<file path="src/rtl/etr_pkg.sv">
package etr_pkg;
    typedef enum logic [2:0] {
        ST_BOOT,
        ST_LOADW,
        ST_IDLE,
        ST_RUN,
        ST_STORE
    } etr_state_e;
endpackage

</file>
<file path="src/rtl/etr_shadow_store.sv">
module etr_shadow_store #(
    parameter int TIME_W   = 32,
    parameter int EVT_W    = 16,
    parameter int BANKS    = 4,
    parameter int TAG_W    = 4,
    parameter int WR_DELAY = 8,
    parameter logic [TIME_W-1:0] INIT_TIME = '0,
    parameter logic [EVT_W-1:0]  INIT_EVT  = '0
) (
    input  logic              clk,
    input  logic              rst_n,
    input  logic              load_req_i,
    output logic              load_vld_o,
    output logic [TIME_W-1:0] load_time_o,
    output logic [EVT_W-1:0]  load_evt_o,
    input  logic              store_req_i,
    input  logic [TIME_W-1:0] store_time_i,
    input  logic [EVT_W-1:0]  store_evt_i,
    output logic              store_done_o
);
    localparam int PTR_W = $clog2(BANKS);
    localparam int DLY_W = $clog2(WR_DELAY + 1);
    localparam logic [PTR_W-1:0] LAST = PTR_W'(BANKS - 1);

    typedef struct packed {
        logic [BANKS-1:0][TIME_W-1:0] b_time;
        logic [BANKS-1:0][EVT_W-1:0]  b_evt;
        logic [BANKS-1:0][TAG_W-1:0]  b_tag;
        logic [PTR_W-1:0]             ptr;
        logic                         busy;
        logic [DLY_W-1:0]             dly;
        logic [TIME_W-1:0]            p_time;
        logic [EVT_W-1:0]             p_evt;
        logic                         rd_vld;
        logic [TIME_W-1:0]            rd_time;
        logic [EVT_W-1:0]             rd_evt;
        logic                         done;
    } store_t;

    store_t q, d;
    logic [PTR_W-1:0] newest;
    logic [PTR_W-1:0] prev;

    always_comb begin
        newest = '0;
        for (int i = 0; i < BANKS; i++) begin
            if (q.b_tag[(i + 1) % BANKS] != TAG_W'(q.b_tag[i] + 1'b1)) begin
                newest = PTR_W'(i);
            end
        end
        prev = (q.ptr == '0) ? LAST : q.ptr - 1'b1;

        d        = q;
        d.rd_vld = 1'b0;
        d.done   = 1'b0;
        if (load_req_i) begin
            d.rd_vld  = 1'b1;
            d.rd_time = q.b_time[newest];
            d.rd_evt  = q.b_evt[newest];
            d.ptr     = (newest == LAST) ? '0 : newest + 1'b1;
        end
        if (store_req_i && !q.busy) begin
            d.busy   = 1'b1;
            d.dly    = DLY_W'(WR_DELAY - 1);
            d.p_time = store_time_i;
            d.p_evt  = store_evt_i;
        end else if (q.busy) begin
            if (q.dly == '0) begin
                d.b_time[q.ptr] = q.p_time;
                d.b_evt[q.ptr]  = q.p_evt;
                d.b_tag[q.ptr]  = q.b_tag[prev] + 1'b1;
                d.ptr           = (q.ptr == LAST) ? '0 : q.ptr + 1'b1;
                d.busy          = 1'b0;
                d.done          = 1'b1;
            end else begin
                d.dly = q.dly - 1'b1;
            end
        end
    end

    always_ff @(posedge clk or negedge rst_n) begin
        if (!rst_n) begin
            q <= '0;
            for (int i = 0; i < BANKS; i++) begin
                q.b_time[i] <= INIT_TIME;
                q.b_evt[i]  <= INIT_EVT;
                q.b_tag[i]  <= TAG_W'(i);
            end
        end else begin
            q <= d;
        end
    end

    assign load_vld_o   = q.rd_vld;
    assign load_time_o  = q.rd_time;
    assign load_evt_o   = q.rd_evt;
    assign store_done_o = q.done;

    // the controller must never ask for a load while a save is pending
    assert_no_load_while_busy_R7: assert property (@(posedge clk) disable iff (!rst_n)
        load_req_i |-> !q.busy);

    // a completion pulse follows a cycle in which a save was pending
    assert_done_after_busy_R6: assert property (@(posedge clk) disable iff (!rst_n)
        store_done_o |-> $past(q.busy));
endmodule

</file>
<file path="src/rtl/etr_ctrl.sv">
module etr_ctrl
    import etr_pkg::*;
#(
    parameter int TIME_W = 32,
    parameter int EVT_W  = 16
) (
    input  logic              clk,
    input  logic              rst_n,
    input  logic              tick_i,
    input  logic              event_i,
    output logic              load_req_o,
    input  logic              load_vld_i,
    input  logic [TIME_W-1:0] load_time_i,
    input  logic [EVT_W-1:0]  load_evt_i,
    output logic              store_req_o,
    input  logic              store_done_i,
    output logic [TIME_W-1:0] time_o,
    output logic [EVT_W-1:0]  evt_o
);
    typedef struct packed {
        etr_state_e        st;
        logic [TIME_W-1:0] tcnt;
        logic [EVT_W-1:0]  ecnt;
        logic              ld_req;
        logic              st_req;
    } ctrl_t;

    ctrl_t q, d;

    always_comb begin
        d        = q;
        d.ld_req = 1'b0;
        d.st_req = 1'b0;
        case (q.st)
            ST_BOOT: begin
                d.ld_req = 1'b1;
                d.st     = ST_LOADW;
            end
            ST_LOADW: begin
                if (load_vld_i) begin
                    d.tcnt = load_time_i;
                    d.ecnt = load_evt_i;
                    d.st   = event_i ? ST_RUN : ST_IDLE;
                end
            end
            ST_IDLE: begin
                if (event_i) begin
                    d.ld_req = 1'b1;
                    d.st     = ST_LOADW;
                end
            end
            ST_RUN: begin
                if (!event_i) begin
                    if (q.ecnt != '1) begin
                        d.ecnt = q.ecnt + 1'b1;
                    end
                    d.st_req = 1'b1;
                    d.st     = ST_STORE;
                end else if (tick_i && (q.tcnt != '1)) begin
                    d.tcnt = q.tcnt + 1'b1;
                end
            end
            ST_STORE: begin
                if (store_done_i) begin
                    d.st = ST_IDLE;
                end
            end
            default: d.st = ST_BOOT;
        endcase
    end

    always_ff @(posedge clk or negedge rst_n) begin
        if (!rst_n) begin
            q    <= '0;
            q.st <= ST_BOOT;
        end else begin
            q <= d;
        end
    end

    assign load_req_o  = q.ld_req;
    assign store_req_o = q.st_req;
    assign time_o      = q.tcnt;
    assign evt_o       = q.ecnt;

    // a saturated time count stays saturated while running
    assert_time_sat_R3: assert property (@(posedge clk) disable iff (!rst_n)
        (q.st == ST_RUN && q.tcnt == '1) |=> (q.tcnt == '1));

    // while running the time count moves by at most one per cycle
    assert_time_step_R2: assert property (@(posedge clk) disable iff (!rst_n)
        (q.st == ST_RUN) |=> (q.tcnt == $past(q.tcnt) || q.tcnt == $past(q.tcnt) + 1'b1));

    // no time is added while idle with the input low
    assert_idle_hold_R2: assert property (@(posedge clk) disable iff (!rst_n)
        (q.st == ST_IDLE) |=> $stable(q.tcnt));

    // a fall seen while running changes the session count unless saturated
    assert_event_step_R4: assert property (@(posedge clk) disable iff (!rst_n)
        (q.st == ST_RUN && !event_i) |=> (q.ecnt != $past(q.ecnt) || q.ecnt == '1));
endmodule

</file>
<file path="src/rtl/etr_alarm.sv">
module etr_alarm #(
    parameter int TIME_W = 32,
    parameter int EVT_W  = 16
) (
    input  logic              clk,
    input  logic              rst_n,
    input  logic [TIME_W-1:0] time_i,
    input  logic [EVT_W-1:0]  evt_i,
    input  logic [TIME_W-1:0] time_lim_i,
    input  logic [EVT_W-1:0]  evt_lim_i,
    input  logic              time_en_i,
    input  logic              evt_en_i,
    input  logic              pol_i,
    output logic              alarm_o
);
    typedef struct packed {
        logic active;
    } alm_t;

    alm_t q, d;

    always_comb begin
        d.active = (time_en_i && (time_i >= time_lim_i)) ||
                   (evt_en_i && (evt_i >= evt_lim_i));
    end

    always_ff @(posedge clk or negedge rst_n) begin
        if (!rst_n) begin
            q <= '0;
        end else begin
            q <= d;
        end
    end

    assign alarm_o = q.active ? pol_i : !pol_i;

    // with both enables low the pin rests at the inverse polarity
    assert_idle_level_R10: assert property (@(posedge clk) disable iff (!rst_n)
        (!time_en_i && !evt_en_i) |=> (alarm_o == !pol_i));

    // an enabled time limit that is reached drives the active level
    assert_time_alarm_R8: assert property (@(posedge clk) disable iff (!rst_n)
        (time_en_i && time_i >= time_lim_i) |=> (alarm_o == pol_i));

    // an enabled session limit that is reached drives the active level
    assert_evt_alarm_R9: assert property (@(posedge clk) disable iff (!rst_n)
        (evt_en_i && evt_i >= evt_lim_i) |=> (alarm_o == pol_i));
endmodule

</file>
<file path="src/rtl/etr_core.sv">
module etr_core #(
    parameter int TIME_W   = 32,
    parameter int EVT_W    = 16,
    parameter int BANKS    = 4,
    parameter int TAG_W    = 4,
    parameter int WR_DELAY = 8,
    parameter logic [TIME_W-1:0] STORE_INIT_TIME = '0,
    parameter logic [EVT_W-1:0]  STORE_INIT_EVT  = '0
) (
    input  logic              clk,
    input  logic              rst_n,
    input  logic              tick_i,
    input  logic              event_i,
    input  logic [TIME_W-1:0] time_limit_i,
    input  logic [EVT_W-1:0]  event_limit_i,
    input  logic              time_alarm_en_i,
    input  logic              event_alarm_en_i,
    input  logic              alarm_pol_i,
    output logic [TIME_W-1:0] time_o,
    output logic [EVT_W-1:0]  event_o,
    output logic              alarm_o
);
    logic              load_req;
    logic              load_vld;
    logic [TIME_W-1:0] load_time;
    logic [EVT_W-1:0]  load_evt;
    logic              store_req;
    logic              store_done;

    etr_ctrl #(.TIME_W(TIME_W), .EVT_W(EVT_W)) ctrl_i (
        .clk          (clk),
        .rst_n        (rst_n),
        .tick_i       (tick_i),
        .event_i      (event_i),
        .load_req_o   (load_req),
        .load_vld_i   (load_vld),
        .load_time_i  (load_time),
        .load_evt_i   (load_evt),
        .store_req_o  (store_req),
        .store_done_i (store_done),
        .time_o       (time_o),
        .evt_o        (event_o)
    );

    etr_shadow_store #(
        .TIME_W(TIME_W), .EVT_W(EVT_W), .BANKS(BANKS), .TAG_W(TAG_W),
        .WR_DELAY(WR_DELAY), .INIT_TIME(STORE_INIT_TIME), .INIT_EVT(STORE_INIT_EVT)
    ) store_i (
        .clk          (clk),
        .rst_n        (rst_n),
        .load_req_i   (load_req),
        .load_vld_o   (load_vld),
        .load_time_o  (load_time),
        .load_evt_o   (load_evt),
        .store_req_i  (store_req),
        .store_time_i (time_o),
        .store_evt_i  (event_o),
        .store_done_o (store_done)
    );

    etr_alarm #(.TIME_W(TIME_W), .EVT_W(EVT_W)) alarm_i (
        .clk        (clk),
        .rst_n      (rst_n),
        .time_i     (time_o),
        .evt_i      (event_o),
        .time_lim_i (time_limit_i),
        .evt_lim_i  (event_limit_i),
        .time_en_i  (time_alarm_en_i),
        .evt_en_i   (event_alarm_en_i),
        .pol_i      (alarm_pol_i),
        .alarm_o    (alarm_o)
    );
endmodule

</file>
<file path="config.mk">
export PLATFORM = sky130hd
export DESIGN_NAME = etr_core
export DESIGN_NICKNAME = d
export VERILOG_FILES = /design/src/rtl/etr_pkg.sv /design/src/rtl/etr_shadow_store.sv /design/src/rtl/etr_ctrl.sv /design/src/rtl/etr_alarm.sv /design/src/rtl/etr_core.sv
export SDC_FILE = /design/constraint.sdc
export NUM_CORES = 1
export LEC_CHECK = 0
export CORE_MARGIN = 3
export CORE_UTILIZATION = 56
export CTS_BUF_LIST = sky130_fd_sc_hd__clkbuf_8
export CTS_CLUSTER_SIZE = 20
export DETAILED_ROUTE_END_ITERATION = 10
export PLACE_DENSITY = 0.79
export SYNTH_ARGS = -nofsm -noshare
export SYNTH_HDL_FRONTEND = slang
export SYNTH_SLANG_ARGS = --single-unit
</file>
<file path="constraint.sdc">
create_clock -name clk -period 2.2 [get_ports clk]
set_clock_uncertainty 0.15 [all_clocks]
set_input_delay 0.22 -clock clk [delete_from_list [all_inputs] [get_ports clk]]
set_output_delay 0.22 -clock clk [all_outputs]
set_load 0.01 [all_outputs]
</file>
==> out/summary.txt <==
Die footprint = 0.0339 mm²
Maximum VDD drop = 859 µV
Rows = 64
Dpl cells = 2129
CP endpoint kind = register
Longest Clk Path Bufs = 3
Yosys warns = 0
Fin cells = 2273
Flop pwr share = 34.9%
Total track usage = 27.3%
Inserted Diodes = 0
Critical Path AT = 2.76 ns
Synthesized area = 0.0178 mm²
Clock group share of total power = 19.9%
Comb pwr share = 45.2%
Status = finished with violations
RSZ-0062 raised after global routing = yes
Placed cell areas = 0.0201 mm²
P per Cell Area = 1400 mW/mm²
Nets = 1945
Failing checks = negative setup slack
Synth Flop Type = dfrtp_1
Pins Over Slew Limit = 0
Syn Nets = 1738
Final worst slack = -0.213 ns
Post-detailed-route wirelength per cell = 22.4 µm
Via/cell ratio = 6.27
Clock slew at reported path FFs = 0.07 ns
Max_slew headroom = 61.2%
Routed Antenna Nets = 0
CTS sink count = 367
Tcrit/Tclk final = 110%
HP Class = in2async
Die Ht = 184 µm
Startpoint types = register
Post-synthesis sequential area ratio = 51.7%
Antenna violations before repair = 0
Pin count of the biggest net entering global routing = 60
Top Ports = 104
Ys async rst share = 100%
PortBufs = 103
First-pass GRT wire length = 74.3 mm
Post-synth EDFFs = 0
Die X-Extent = 184 µm
Yosys reg bits = 367
MaxCap Viol Count = 0
Total grt overflow = 0
Max Freq = 0.414 GHz
Core Box Area = 0.0309 mm²
CTS Buf Count = 59
Worst r2r src = store_i.q[109]$_DFFE_PN1P_
CTS tree = done
DRT Pass-1 Iters = 7
DRC viols = 0
Slew @ Worst Pin = 0.580 ns
Crit-path slowest cell = dfstp_2
FF-to-FF path depth = 9
Vias post-DR = 14252
Final hold vios = 0
Layout cells sized above 1 = 33.8%
CP Max Fanout = 8
Clock latency on the worst-skew pair = 0.63 ns
Leakage = 10.8 nW
Clk Tree Root Cell = clkbuf_8
Critical Path RT = 2.55 ns
Net Sw Frac = 38.8%
Worst path max stage delay = 0.55 ns
Placer Congestion = 0.846
Initial DRC count = 1179
Final setup violation count = 57
Initial Util = 57.5%
Pint = 0.0195 W
Vias in the first global route = 14552
Final wirelength = 50.8 mm
DP HPWL = 29.2 mm
Syn Inst Count = 1623
CP cell instances = ha_4 > xor2_2 > nor2_2 > nand3_4 > buf_12 > clkbuf_16 > mux2i_1 > a211oi_2 > a221o_1
Area growth from synthesis to layout = 27.7%
FF-to-FF setup slack = -0.21 ns
Setup CP Type = reg2reg
Switching Power = 0.0123 W
Tmin final = 2.41 ns
Distinct cells, synth = 54
Design area = 0.0227 mm²
H-tree depth = 2
R2r endpoint = store_i.load_evt_o[12]$_DFFE_PN0P_
Mapped Avg Cell Area = 10.9 µm²
-- power by group through the flow --
stage	logic (W)	registers [W]	clock network [W]
after global routing	0.0153	0.0113	0.00666
after floorplan	0.00745	0.0105	0
final	0.0144	0.0111	0.00633
after detailed placement	0.0116	0.0109	0
after CTS	0.0124	0.0109	0.00632
after global placement	0.0112	0.0108	0
-- flip-flops by register name (all words and copies together), names as in the netlist --
signal	count
ctrl_i.load_req_o	1
alarm_i.q	1
ctrl_i.evt_o	16
ctrl_i.store_req_o	1
store_i.store_done_o	1
store_i.q	263
ctrl_i.time_o	32
ctrl_i.q	3
store_i.load_evt_o	16
store_i.load_vld_o	1
store_i.load_time_o	32
-- cell usage after synthesis, drive strengths merged, types with 22 or more instances --
cell	instances	area share, %
mux2	196	12
inv	62	1.3
buf	66	2.6
nand3	32	0.90
o21ai	74	2.1
a211oi	55	2.3
clkbuf	71	1.5
a221o	48	2.7
mux2i	49	2.8
dfrtp	363	51
a21oi	97	2.7
nand2	208	4.4
ha	60	4.2
o22ai	22	0.77
nor2	93	2.0
-- what timing repair did --
action / CTS / global route
endpoints found under the hold margin: 367 / 0
buffers inserted: 11 / 15
gates resized for setup: 66 / 113
cloned: 1 / 8
hold buffers: 1 / 0
pin swaps: 20 / 31
endpoints found under the setup margin: 279 / 300
-- how the worst max path moves through the flow --
stage,start,endpoint,slack [ns],cells after the start
finish,store_i.q[109]$_DFFE_PN1P_,store_i.load_evt_o[12]$_DFFE_PN0P_,-0.21,9
CTS,store_i.q[114]$_DFFE_PN1P_,store_i.load_evt_o[8]$_DFFE_PN0P_,-0.14,9
global placement,time_limit_i[7],alarm_i.q$_DFF_PN0_,-0.49,9
global route,store_i.q[109]$_DFFE_PN1P_,store_i.load_evt_o[12]$_DFFE_PN0P_,-0.29,9
floorplan,store_i.q[98]$_DFFE_PN0P_,store_i.q[106]$_DFFE_PN0P_,-0.05,8
detailed placement,time_limit_i[7],alarm_i.q$_DFF_PN0_,-0.61,9
-- cells by family (layout without fill, tap and decap cells) --
kind of cell    count (synthesis)  after routing  synth area share (%)
flops                         367            367                  51.7
buf+inv                       199            453                  5.37
compound gates                331            331                  12.2
xor+xnor                       22             22                  1.08
simple gates                  395            395                  9.68
fa+ha+maj                      60             60                  4.23
mux                           249            249                  15.7
-- stage by stage --
| stage | hold slack, ns | TNS, ns | worst slack [ns] | power (W) | util (%) |
|---|---|---|---|---|---|
| 3_3_place_gp | 0.0625 | -8.14 | -0.491 | 0.0220 | 65.1 |
| 5_1_grt | 0.0622 | -11.41 | -0.288 | 0.0333 | 73.4 |
| 3_5_place_dp | 0.0706 | -9.52 | -0.613 | 0.0225 | 65.1 |
| 4_1_cts | 0.0328 | -4.42 | -0.142 | 0.0296 | 70.9 |
| 6_report | 0.0306 | -7.19 | -0.213 | 0.0318 | 73.4 |
| 2_1_floorplan | -0.226 | -7.08 | -0.0521 | 0.0180 | - |
-- critical path, delay by kind of cell (launching register included) --
family                     cells  cell delay (ns)
DFF                            1             0.55
AOI/OAI and AO/OA              2             0.38
buffers and inverters          2             0.37
and+or+nand+nor                2             0.30
adders and majority gates      1             0.21
muxes                          1             0.21
xor gates and xnor gates       1             0.15
-- layer usage --
| layer | GRT usage (%) | wire length [µm] |
|---|---|---|
| met1 | 35.1 | 19800 |
| met2 | 46.6 | 25200 |
| met3 | 4.52 | 3780 |
| met4 | 10.7 | 2030 |
| met5 | 0 | 0 |
-- layout make-up --
cell class,instances,area (µm²)
Multi-Input combinational cell,1057,8520
Fill cell,1884,8220
Tap cell,396,495
Clock inverter,31,229
Timing Repair Buffer,283,2960
Sequential cell,367,9200
Inverter,62,233
Clock buffer,77,1060
-- layout by cell type, fill, tap and decap left out, types with 26 or more instances in the layout --
cell type / synthesis / final
a221o_1: 48 / 48
nand2_1: 208 / 201
mux2_2: 196 / 196
a211oi_2: 0 / 30
ha_1: 60 / 46
o21ai_0: 73 / 64
nor2_1: 93 / 88
a21oi_1: 97 / 74
clkdlybuf4s50_1: 0 / 101
clkbuf_8: 0 / 77
inv_1: 62 / 71
nand3_1: 32 / 26
buf_12: 0 / 28
dfrtp_1: 363 / 357
buf_4: 51 / 125
Note: power is estimated with default switching activity, not from simulation.
